[src/rtl/ddc_pkg.sv]
package ddc_pkg;
    localparam int DW = 8;
    localparam int BCW = $clog2(DW);
    localparam logic [BCW-1:0] LAST_BIT = BCW'(DW - 1);
    localparam int RATIO_BIT = 1;
    localparam int SCR_BIT = 0;

    typedef enum logic [2:0] {
        ST_IDLE, ST_ADDR, ST_ADDR_ACK, ST_WR, ST_WR_ACK, ST_RD, ST_RD_ACK
    } link_st_t;

    typedef enum logic [1:0] {TGT_NONE, TGT_CAP, TGT_CTRL} tgt_t;

    function automatic tgt_t dev_decode(input logic [DW-2:0] dev,
                                        input logic [DW-2:0] cap_dev,
                                        input logic [DW-2:0] ctrl_dev);
        if (dev == cap_dev) return TGT_CAP;
        if (dev == ctrl_dev) return TGT_CTRL;
        return TGT_NONE;
    endfunction
endpackage

[src/rtl/ddc_sync.sv]
module ddc_sync #(
    parameter int W = 2,
    parameter int STAGES = 2
) (
    input  logic         clk,
    input  logic         rst,
    input  logic [W-1:0] din,
    output logic [W-1:0] lvl,
    output logic [W-1:0] rise,
    output logic [W-1:0] fall
);
    localparam int PW = (STAGES + 1) * W;
    logic [PW-1:0] pipe;
    logic [W-1:0] prev;

    always_ff @(posedge clk) begin
        if (rst) pipe <= '1;
        else     pipe <= {pipe[PW-W-1:0], din};
    end

    assign lvl  = pipe[(STAGES-1)*W +: W];
    assign prev = pipe[STAGES*W +: W];
    assign rise = lvl & ~prev;
    assign fall = ~lvl & prev;
endmodule

[src/rtl/ddc_cfg_track.sv]
module ddc_cfg_track #(
    parameter int AW = 8,
    parameter logic [AW-1:0] CFG_OFFSET = 8'h20
) (
    input  logic          clk,
    input  logic          rst,
    input  logic          wr,
    input  logic [AW-1:0] waddr,
    input  logic          ratio_in,
    input  logic          scr_in,
    output logic          ratio,
    output logic          scr,
    output logic          ratio_upd,
    output logic          scr_upd
);
    logic hit;
    assign hit = wr && (waddr == CFG_OFFSET);

    always_ff @(posedge clk) begin
        if (rst) begin
            ratio <= 1'b0;
            scr <= 1'b0;
            ratio_upd <= 1'b0;
            scr_upd <= 1'b0;
        end else begin
            ratio_upd <= hit && (ratio_in != ratio);
            scr_upd <= hit && (scr_in != scr);
            if (hit) begin
                ratio <= ratio_in;
                scr <= scr_in;
            end
        end
    end

    assert_ratio_strobe_R10: assert property (@(posedge clk) disable iff (rst)
        ratio_upd |-> (ratio != $past(ratio)));
    assert_scr_strobe_R10: assert property (@(posedge clk) disable iff (rst)
        scr_upd |-> $past(wr));
endmodule

[src/rtl/ddc_link_fsm.sv]
module ddc_link_fsm
    import ddc_pkg::*;
#(
    parameter int AW = 8,
    parameter logic [DW-2:0] CAP_DEV = 7'h50,
    parameter logic [DW-2:0] CTRL_DEV = 7'h54
) (
    input  logic          clk,
    input  logic          rst,
    input  logic          scl_lvl,
    input  logic          sda_lvl,
    input  logic          scl_rise,
    input  logic          scl_fall,
    input  logic          start_ev,
    input  logic          stop_ev,
    output logic          sda_oe,
    output logic [AW-1:0] rd_addr,
    output logic          mem_rd,
    output logic          reg_rd,
    input  logic [DW-1:0] mem_rdata,
    input  logic [DW-1:0] reg_rdata,
    output logic          reg_wr,
    output logic [AW-1:0] reg_waddr,
    output logic [DW-1:0] reg_wdata
);
    link_st_t st;
    tgt_t tgt, dec;
    logic dir_rd, first, byte_full, nack, load_pend;
    logic [BCW-1:0] bitcnt;
    logic [DW-1:0] shreg, fetched;
    logic [AW-1:0] ptr;

    assign rd_addr = ptr;
    assign dec = dev_decode(shreg[DW-1:1], CAP_DEV, CTRL_DEV);
    assign fetched = (tgt == TGT_CAP) ? mem_rdata : reg_rdata;

    always_ff @(posedge clk) begin
        if (rst) begin
            st <= ST_IDLE;
            tgt <= TGT_NONE;
            dir_rd <= 1'b0;
            first <= 1'b0;
            byte_full <= 1'b0;
            nack <= 1'b0;
            load_pend <= 1'b0;
            bitcnt <= '0;
            shreg <= '0;
            ptr <= '0;
            sda_oe <= 1'b0;
            mem_rd <= 1'b0;
            reg_rd <= 1'b0;
            reg_wr <= 1'b0;
            reg_waddr <= '0;
            reg_wdata <= '0;
        end else begin
            mem_rd <= 1'b0;
            reg_rd <= 1'b0;
            reg_wr <= 1'b0;
            load_pend <= mem_rd | reg_rd;
            if (start_ev) begin
                st <= ST_ADDR;
                bitcnt <= '0;
                byte_full <= 1'b0;
                sda_oe <= 1'b0;
            end else if (stop_ev) begin
                st <= ST_IDLE;
                sda_oe <= 1'b0;
            end else begin
                unique case (st)
                    ST_ADDR, ST_WR: begin
                        if (scl_rise) begin
                            shreg <= {shreg[DW-2:0], sda_lvl};
                            bitcnt <= bitcnt + 1'b1;
                            if (bitcnt == LAST_BIT) byte_full <= 1'b1;
                        end else if (scl_fall && byte_full) begin
                            byte_full <= 1'b0;
                            if (st == ST_ADDR) begin
                                if (dec == TGT_NONE) begin
                                    st <= ST_IDLE;
                                end else begin
                                    tgt <= dec;
                                    dir_rd <= shreg[0];
                                    first <= ~shreg[0];
                                    sda_oe <= 1'b1;
                                    st <= ST_ADDR_ACK;
                                end
                            end else begin
                                sda_oe <= 1'b1;
                                st <= ST_WR_ACK;
                                if (first) begin
                                    ptr <= AW'(shreg);
                                    first <= 1'b0;
                                end else begin
                                    ptr <= ptr + 1'b1;
                                    if (tgt == TGT_CTRL) begin
                                        reg_wr <= 1'b1;
                                        reg_waddr <= ptr;
                                        reg_wdata <= shreg;
                                    end
                                end
                            end
                        end
                    end
                    ST_ADDR_ACK: if (scl_fall) begin
                        sda_oe <= 1'b0;
                        bitcnt <= '0;
                        if (dir_rd) begin
                            st <= ST_RD;
                            mem_rd <= (tgt == TGT_CAP);
                            reg_rd <= (tgt == TGT_CTRL);
                        end else begin
                            st <= ST_WR;
                        end
                    end
                    ST_WR_ACK: if (scl_fall) begin
                        sda_oe <= 1'b0;
                        st <= ST_WR;
                    end
                    ST_RD: if (scl_fall) begin
                        if (bitcnt == LAST_BIT) begin
                            sda_oe <= 1'b0;
                            st <= ST_RD_ACK;
                            ptr <= ptr + 1'b1;
                        end else begin
                            shreg <= {shreg[DW-2:0], 1'b0};
                            sda_oe <= ~shreg[DW-2];
                            bitcnt <= bitcnt + 1'b1;
                        end
                    end
                    ST_RD_ACK: begin
                        if (scl_rise) nack <= sda_lvl;
                        if (scl_fall) begin
                            if (nack) begin
                                st <= ST_IDLE;
                            end else begin
                                st <= ST_RD;
                                bitcnt <= '0;
                                mem_rd <= (tgt == TGT_CAP);
                                reg_rd <= (tgt == TGT_CTRL);
                            end
                        end
                    end
                    default: ;
                endcase
            end
            if (load_pend) begin
                shreg <= fetched;
                sda_oe <= ~fetched[DW-1];
            end
        end
    end

    assert_oe_scl_low_R11: assert property (@(posedge clk) disable iff (rst)
        !$stable(sda_oe) |-> !$past(scl_lvl));
    assert_wr_ctrl_only_R8: assert property (@(posedge clk) disable iff (rst)
        reg_wr |-> (tgt == TGT_CTRL));
    assert_single_fetch_R12: assert property (@(posedge clk) disable iff (rst)
        $onehot0({mem_rd, reg_rd}));
endmodule

[src/rtl/ddc_target.sv]
module ddc_target
    import ddc_pkg::*;
#(
    parameter int AW = 8,
    parameter int SYNC_STAGES = 2,
    parameter logic [DW-2:0] CAP_DEV = 7'h50,
    parameter logic [DW-2:0] CTRL_DEV = 7'h54,
    parameter logic [AW-1:0] CFG_OFFSET = 8'h20
) (
    input  logic          clk,
    input  logic          rst,
    input  logic          scl_in,
    input  logic          sda_in,
    output logic          sda_oe,
    output logic [AW-1:0] rd_addr,
    output logic          mem_rd,
    input  logic [DW-1:0] mem_rdata,
    output logic          reg_rd,
    input  logic [DW-1:0] reg_rdata,
    output logic          reg_wr,
    output logic [AW-1:0] reg_waddr,
    output logic [DW-1:0] reg_wdata,
    output logic          tmds_ratio,
    output logic          scramble_en,
    output logic          ratio_upd,
    output logic          scramble_upd
);
    logic [1:0] lvl, rise, fall;
    logic start_ev, stop_ev;

    ddc_sync #(.W(2), .STAGES(SYNC_STAGES)) u_sync (
        .clk(clk), .rst(rst), .din({scl_in, sda_in}),
        .lvl(lvl), .rise(rise), .fall(fall)
    );

    assign start_ev = fall[0] & lvl[1];
    assign stop_ev  = rise[0] & lvl[1];

    ddc_link_fsm #(.AW(AW), .CAP_DEV(CAP_DEV), .CTRL_DEV(CTRL_DEV)) u_fsm (
        .clk(clk), .rst(rst),
        .scl_lvl(lvl[1]), .sda_lvl(lvl[0]),
        .scl_rise(rise[1]), .scl_fall(fall[1]),
        .start_ev(start_ev), .stop_ev(stop_ev),
        .sda_oe(sda_oe), .rd_addr(rd_addr),
        .mem_rd(mem_rd), .reg_rd(reg_rd),
        .mem_rdata(mem_rdata), .reg_rdata(reg_rdata),
        .reg_wr(reg_wr), .reg_waddr(reg_waddr), .reg_wdata(reg_wdata)
    );

    ddc_cfg_track #(.AW(AW), .CFG_OFFSET(CFG_OFFSET)) u_cfg (
        .clk(clk), .rst(rst), .wr(reg_wr), .waddr(reg_waddr),
        .ratio_in(reg_wdata[RATIO_BIT]), .scr_in(reg_wdata[SCR_BIT]),
        .ratio(tmds_ratio), .scr(scramble_en),
        .ratio_upd(ratio_upd), .scr_upd(scramble_upd)
    );
endmodule

[config.mk]
export PLATFORM = sky130hd
export DESIGN_NAME = ddc_target
export DESIGN_NICKNAME = d
export VERILOG_FILES = /design/src/rtl/ddc_pkg.sv /design/src/rtl/ddc_sync.sv /design/src/rtl/ddc_cfg_track.sv /design/src/rtl/ddc_link_fsm.sv /design/src/rtl/ddc_target.sv
export SDC_FILE = /design/constraint.sdc
export NUM_CORES = 1
export LEC_CHECK = 0
export ABC_AREA = 1
export CORE_MARGIN = 4
export CORE_UTILIZATION = 51
export CTS_CLUSTER_SIZE = 12
export DETAILED_ROUTE_END_ITERATION = 8
export DONT_BUFFER_PORTS = 1
export PLACE_DENSITY_LB_ADDON = 0.1
export SYNTH_ARGS = -nofsm -noshare
export SYNTH_HDL_FRONTEND = slang
export SYNTH_SLANG_ARGS = --single-unit
[constraint.sdc]
create_clock -name clk -period 1.5 [get_ports clk]
set_clock_uncertainty 0.1 [all_clocks]
set_input_delay 0.225 -clock clk [delete_from_list [all_inputs] [get_ports clk]]
set_output_delay 0.225 -clock clk [all_outputs]
set_load 0.01 [all_outputs]
Yosys cells after proc, flatten, opt, wreduce, memory -nomap -nowiden

Index checks and enable logic that the tools add are counted.

Register bits after elaboration: 59
Input port bits: 20
Output and inout bits: 32

$add $sub $neg: 2
Equal/unequal tests: 44
Mux-type cells: 70
Bitwise logic cells: 18
Reduce and logical (&&, ||, !) cells: 28

Operators by type and width:

| kind                  | number |
|---|---|
| $mux W8               | 13 |
| $mux W3               | 16 |
| $reduce_and A8 Y1     | 5 |
| $pmux W8 S2           | 2 |
| $mux W1               | 29 |
| $ne A2 B2 Y1 const B  | 10 |
| $ne A4 B4 Y1 const B  | 5 |
| $reduce_and A6 Y1     | 3 |
| $pmux W3 S5           | 1 |
| $eq A7 B7 Y1 const B  | 2 |
| $eq A3 B3 Y1 const B  | 4 |
| $pmux W3 S4           | 1 |
| $not A1 Y1            | 11 |
| $mux W2               | 5 |
| $ne A2 B1 Y1 const B  | 5 |
| $ne A5 B4 Y1 const B  | 2 |
| $ne A3 B2 Y1 const B  | 3 |
| $add A8 B1 Y8 const B | 1 |
| $eq A8 B6 Y1 const B  | 1 |
| $ne A4 B3 Y1 const B  | 2 |
| $reduce_and A4 Y1     | 2 |
| $reduce_or A8 Y1      | 1 |
| $reduce_and A7 Y1     | 1 |
| $reduce_bool A7 Y1    | 1 |
| other kinds (24)      | 36 |

Depth between registers and ports, before layout

Depth in word-level cells: 14
Mapped depth: 12
Mapped depth without buffers: 11

Modules after synthesis

From an unflattened synthesis, not the netlist that was laid out.

Cells, all modules: 479
Area total of the unflattened synthesis: 3,140.5 µm²

Modules (own cells, without submodules):

| module        | times used | cells an instance | area an instance (µm²) | seq. area each (µm²) |
|---|---|---|---|---|
| ddc_link_fsm  | 1          | 411               | 2,673.8                | 980.9 |
| ddc_cfg_track | 1          | 37                | 245.2                  | 80.1 |
| ddc_sync      | 1          | 27                | 206.4                  | 120.1 |
| ddc_target    | 1          | 4                 | 15.0                   | 0.0 |

Least setup slack after synthesis

Ideal clock, no wire load.

Path type: reg2reg
Start: register u_fsm.bitcnt[0]
End: register u_fsm.ptr[0], in the netlist u_fsm.rd_addr[0]
Arrival time: 1.319 ns
Data required time: 1.287 ns
Setup slack: -0.033 ns
Stages on the path, launching flop included: 13
Path buffers: 1
Cells stage by stage: dfxtp_1 -> ha_1 -> ha_1 -> inv_1 -> nand2_1 -> nand2_1 -> nor2_2 -> nand2_2 -> inv_2 -> buf_6 -> nand2_1 -> o21ai_1 -> nor2_1

Longest elaborated chain between the ends: 3

RTL lines:

| element                            | line                | source |
|---|---|---|
| start, declared                    | ddc_link_fsm.sv:29  | `logic [BCW-1:0] bitcnt;` |
| start signal, assigned             | ddc_link_fsm.sv:73  | `bitcnt <= bitcnt + 1'b1;` |
| start signal, assigned             | ddc_link_fsm.sv:127 | `bitcnt <= bitcnt + 1'b1;` |
| $eq A3 B3 Y1                       | ddc_link_fsm.sv:120 | `if (bitcnt == LAST_BIT) begin` |
| $ne A2 B1 Y1 (no source line)      | n/a                 |  |
| $reduce_and A8 Y1 (no source line) | n/a                 |  |
| end signal, assigned               | ddc_link_fsm.sv:91  | `ptr <= AW'(shreg);` |
| end signal, assigned               | ddc_link_fsm.sv:94  | `ptr <= ptr + 1'b1;` |
| end signal, assigned               | ddc_link_fsm.sv:123 | `ptr <= ptr + 1'b1;` |
| end, declared                      | ddc_link_fsm.sv:31  | `logic [AW-1:0] ptr;` |

No other way between the ends.
A chain may end at the register's enable or synchronous reset.

Worst setup path in the final report

Start: register u_fsm.st[1]
End: register u_fsm.sda_oe

Longest elaborated chain between the ends: 8

RTL lines:

| element                | line                                   | source |
|---|---|---|
| start, declared        | ddc_link_fsm.sv:26                     | `link_st_t st;` |
| start signal, assigned | ddc_link_fsm.sv:39                     | `st <= ST_IDLE;` |
| start signal, assigned | ddc_link_fsm.sv:61                     | `st <= ST_ADDR;` |
| start signal, assigned | ddc_link_fsm.sv:66                     | `st <= ST_IDLE;` |
| $eq A3 B1 Y1           | ddc_link_fsm.sv:69, ddc_link_fsm.sv:77 |  |
| $mux W1                | ddc_link_fsm.sv:77                     | `if (st == ST_ADDR) begin` |
| $mux W1                | ddc_link_fsm.sv:75                     | `end else if (scl_fall && byte_full) begin` |
| $mux W1                | ddc_link_fsm.sv:71                     | `if (scl_rise) begin` |
| $pmux W1 S3            | ddc_link_fsm.sv:69                     | `unique case (st)` |
| $mux W1                | ddc_link_fsm.sv:65                     | `end else if (stop_ev) begin` |
| $mux W1                | ddc_link_fsm.sv:60                     | `if (start_ev) begin` |
| $mux W1                | ddc_link_fsm.sv:146                    | `if (load_pend) begin` |
| end signal, assigned   | ddc_link_fsm.sv:126                    | `sda_oe <= ~shreg[DW-2];` |
| end signal, assigned   | ddc_link_fsm.sv:148                    | `sda_oe <= ~fetched[DW-1];` |
| end, declared          | ddc_link_fsm.sv:16                     | `output logic sda_oe,` |

Parallel ways exist; a longest one is shown, timed or not. The select of a mux whose other input is x is not followed.

==> flow_summary.json <==
{
  "r2r_end": "u_fsm.sda_oe",
  "status": "complete, but fails checks",
  "reg2reg_from": "u_fsm.st[1]",
  "dp_slack_ps": -242,
  "drc": 0,
  "ys_ff_latch": 59,
  "path_class": "reg -> reg",
  "via_per_inst": 5.24,
  "maxCapViolations": 0,
  "grt_antenna_before_repair": 0,
  "drtIter0Drc": 204,
  "multiInputGateArea_um2": 1720,
  "critPathMaxFanout": 4,
  "ys_seq_area_share_pct": 40.3,
  "die_y_um": 83.8,
  "cp-start-kind": "flop",
  "slew_headroom_pct": 66.8,
  "p_per_area_nw_per_um2": 1390,
  "critical_path.most_common_cell": "nand2_1",
  "min-delay-start": "rst",
  "clockBufferDepth": 2,
  "synthCells": 413,
  "ctsRootBufferMaster": "clkbuf_8",
  "fillers": 428,
  "rows": 27,
  "r2r_slack_ps": -100,
  "start_util_pct": 52.9,
  "grt-ovfl-total": 0,
  "ir_drop_mv": 1.07,
  "hpwl_um": 5670,
  "dp.cells": 534,
  "crit_arrival_ps": 1730,
  "clk_latency_ps": 330,
  "clk_pin_slew_ps": 70,
  "power_leakage_nw": 1.68,
  "critical_path_required_ps": 1620,
  "routed_wl_um": 8530,
  "cts_buffers": 9,
  "cp-end-kind": "flop",
  "synth_nets": 436,
  "drt-pass1-iter-count": 4,
  "setup_viol": 35,
  "r2r_cells": 11,
  "first_global_vias": 2862,
  "grt_max_degree": 36,
  "drive_gt1_share_pct": 36.1,
  "hold_viol": 11,
  "ys_types": 36,
  "hp-class": "in -> reg",
  "fmax_mhz": 623,
  "fin_cells": 568,
  "crit_slowest_cell": "dfxtp_2",
  "ys.warnings.count": 0,
  "cts_tree": "built",
  "regArea_um2": 1190,
  "final_net_count": 515,
  "wl_per_cell_um": 15.0,
  "ctsHoldBuffers": 7,
  "io_pins": 52,
  "drv_slew": 0,
  "critPathTopFamily": "simple AND/OR/NAND/NOR gates",
  "diodes": 0,
  "hold_end": "u_fsm.rd_addr[0]",
  "routabilityCongestion": 0.946,
  "grt_pass1_wl_um": 13200,
  "worst_pin_slew_ps": 498,
  "cts_sinks": 59,
  "grt_usage_pct": 22.9,
  "setup_ws_ps": -104,
  "grt_setup_unrepaired": "yes",
  "cp_num_buf_inv": 3,
  "drt.antenna.violating_nets": 0,
  "synth_area_um2": 2930,
  "h-tree-depth": 3,
  "portBuffers": 0,
  "vias": 2975,
  "cp_slowest_stage_delay_ps": 360,
  "finalCritPeriodShare_pct": 107,
  "hold_depth": 1,
  "min_period_ps": 1600,
  "die_w_um": 83.8,
  "die_area_um2": 7020,
  "synth_area_per_cell_um2": 7.10,
  "coreArea_um2": 5540,
  "violations": "negative hold slack, negative setup slack",
  "hold_slack_ps": -142,
  "cp_cell_sequence": "buf_4 -> nand2_1 -> nor2_1 -> inv_1 -> buf_4 -> nand3_1 -> nand3_1 -> nand2_2 -> nand2_1 -> nand2_1 -> nor2_1",
  "area_growth_pct": 39.9
}
-- what timing repair did --
action                                  in CTS  in global routing
gates resized for setup                     50                 60
endpoints found under the hold margin       15                 11
pin swaps                                    9                 13
setup buffers                                7                  3
endpoints found under the setup margin      43                 45
gates cloned                                 1                  2
-- stage by stage --
step | setup TNS (ps) | utilization (%) | hold WS, ps | power, mW | area (um2)
after floorplan | 0 | - | 204 | 3.02 | 2950
after global placement | -2200 | 61.6 | 194 | 3.67 | 3410
after detailed placement | -2950 | 61.6 | 194 | 3.70 | 3410
after CTS | -899 | 69.2 | -148 | 5.38 | 3840
after global routing | -5400 | 74.0 | -157 | 6.06 | 4100
final | -1500 | 74.0 | -142 | 5.69 | 4100
-- layout by cell type, fill, tap and decap left out, types with 6 or more instances in the layout --
cell type,n
nand2_1,68
buf_4,64
dfxtp_1,54
nor2_1,49
inv_1,36
a21oi_1,33
o21ai_0,18
nand3_1,16
o21ai_2,15
o21ai_1,14
a21oi_2,14
nand2_2,10
clkbuf_8,10
inv_2,8
nor2_4,7
buf_6,7
dlygate4sd3_1,6
-- power breakdown --
part	switching (mW)	internal, mW	leakage [nW]
registers	0.165	1.74	0.480
clock network	0.617	0.797	0.102
logic	1.28	1.09	1.10
total	2.07	3.62	1.68
-- cell usage after synthesis, drive strengths merged --
| cell | instances | share of area, % |
|---|---|---|
| ha | 3 | 1.3 |
| o22ai | 1 | 0.21 |
| and3 | 1 | 0.21 |
| mux2i | 1 | 0.34 |
| a31oi | 4 | 0.85 |
| inv | 47 | 6.0 |
| nand4 | 3 | 0.85 |
| buf | 8 | 2.4 |
| o21ai | 51 | 9.0 |
| dfxtp | 59 | 40 |
| nor2 | 61 | 9.2 |
| clkinv | 1 | 0.13 |
| nor3 | 6 | 1.0 |
| o21a | 1 | 0.26 |
| nor4 | 2 | 0.43 |
| nand2 | 81 | 11 |
| clkbuf | 6 | 1.8 |
| a21oi | 47 | 8.4 |
| xnor2 | 4 | 1.2 |
| or2 | 4 | 0.85 |
| nand3 | 20 | 3.8 |
| a211o | 1 | 0.30 |
| o211a | 1 | 0.34 |
-- metal layers --
metal,global-route usage (%),share of wire [%]
met5,0,0
met4,5.99,1.0
met3,7.01,6.0
met2,36.7,48
met1,29.9,45
-- registers in the layout, indices dropped and copies added, names as in the netlist, 2 cells and up --
name             cells
u_fsm.rd_addr        8
u_fsm.reg_waddr      8
u_fsm.reg_wdata      8
u_fsm.shreg          8
u_sync.pipe          6
u_fsm.bitcnt         3
u_fsm.st             3
u_fsm.tgt            2
-- cells by family after synthesis --
kind of cell             count (synthesis)  share of synthesized area, %
XOR/XNOR                                 4                          1.20
multiplexers                             1                         0.342
buffers and inverters                   62                          10.3
AO/OA/AOI/OAI                          106                          19.3
adder cells (fa/ha/maj)                  3                          1.28
flip-flops                              59                          40.3
AND/OR/NAND/NOR                        178                          27.2
-- cell type report --
class / instances / area share (%)
repair buffers: 81 / 17.3
clock inverters: 5 / 1.31
flip-flops and latches: 59 / 29.0
repair inverters: 1 / 0.0915
well taps: 72 / 2.20
inverters: 48 / 4.76
multi-input cells: 292 / 42.0
clock buffers: 10 / 3.36
-- worst max-delay path by stage --
stage,cells after the start,from,endpoint,slack (ps)
after floorplan,12,u_fsm.bitcnt[0],u_fsm.rd_addr[0],2
after global placement,11,u_fsm.bitcnt[1],u_fsm.rd_addr[0],-160
after detailed placement,10,u_fsm.bitcnt[1],u_fsm.rd_addr[4],-240
after CTS,10,u_fsm.bitcnt[1],u_fsm.rd_addr[1],-70
after global routing,11,u_fsm.st[1],u_fsm.sda_oe,-230
final,11,u_fsm.st[1],u_fsm.sda_oe,-100
Power figures use the tool's default switching activity.
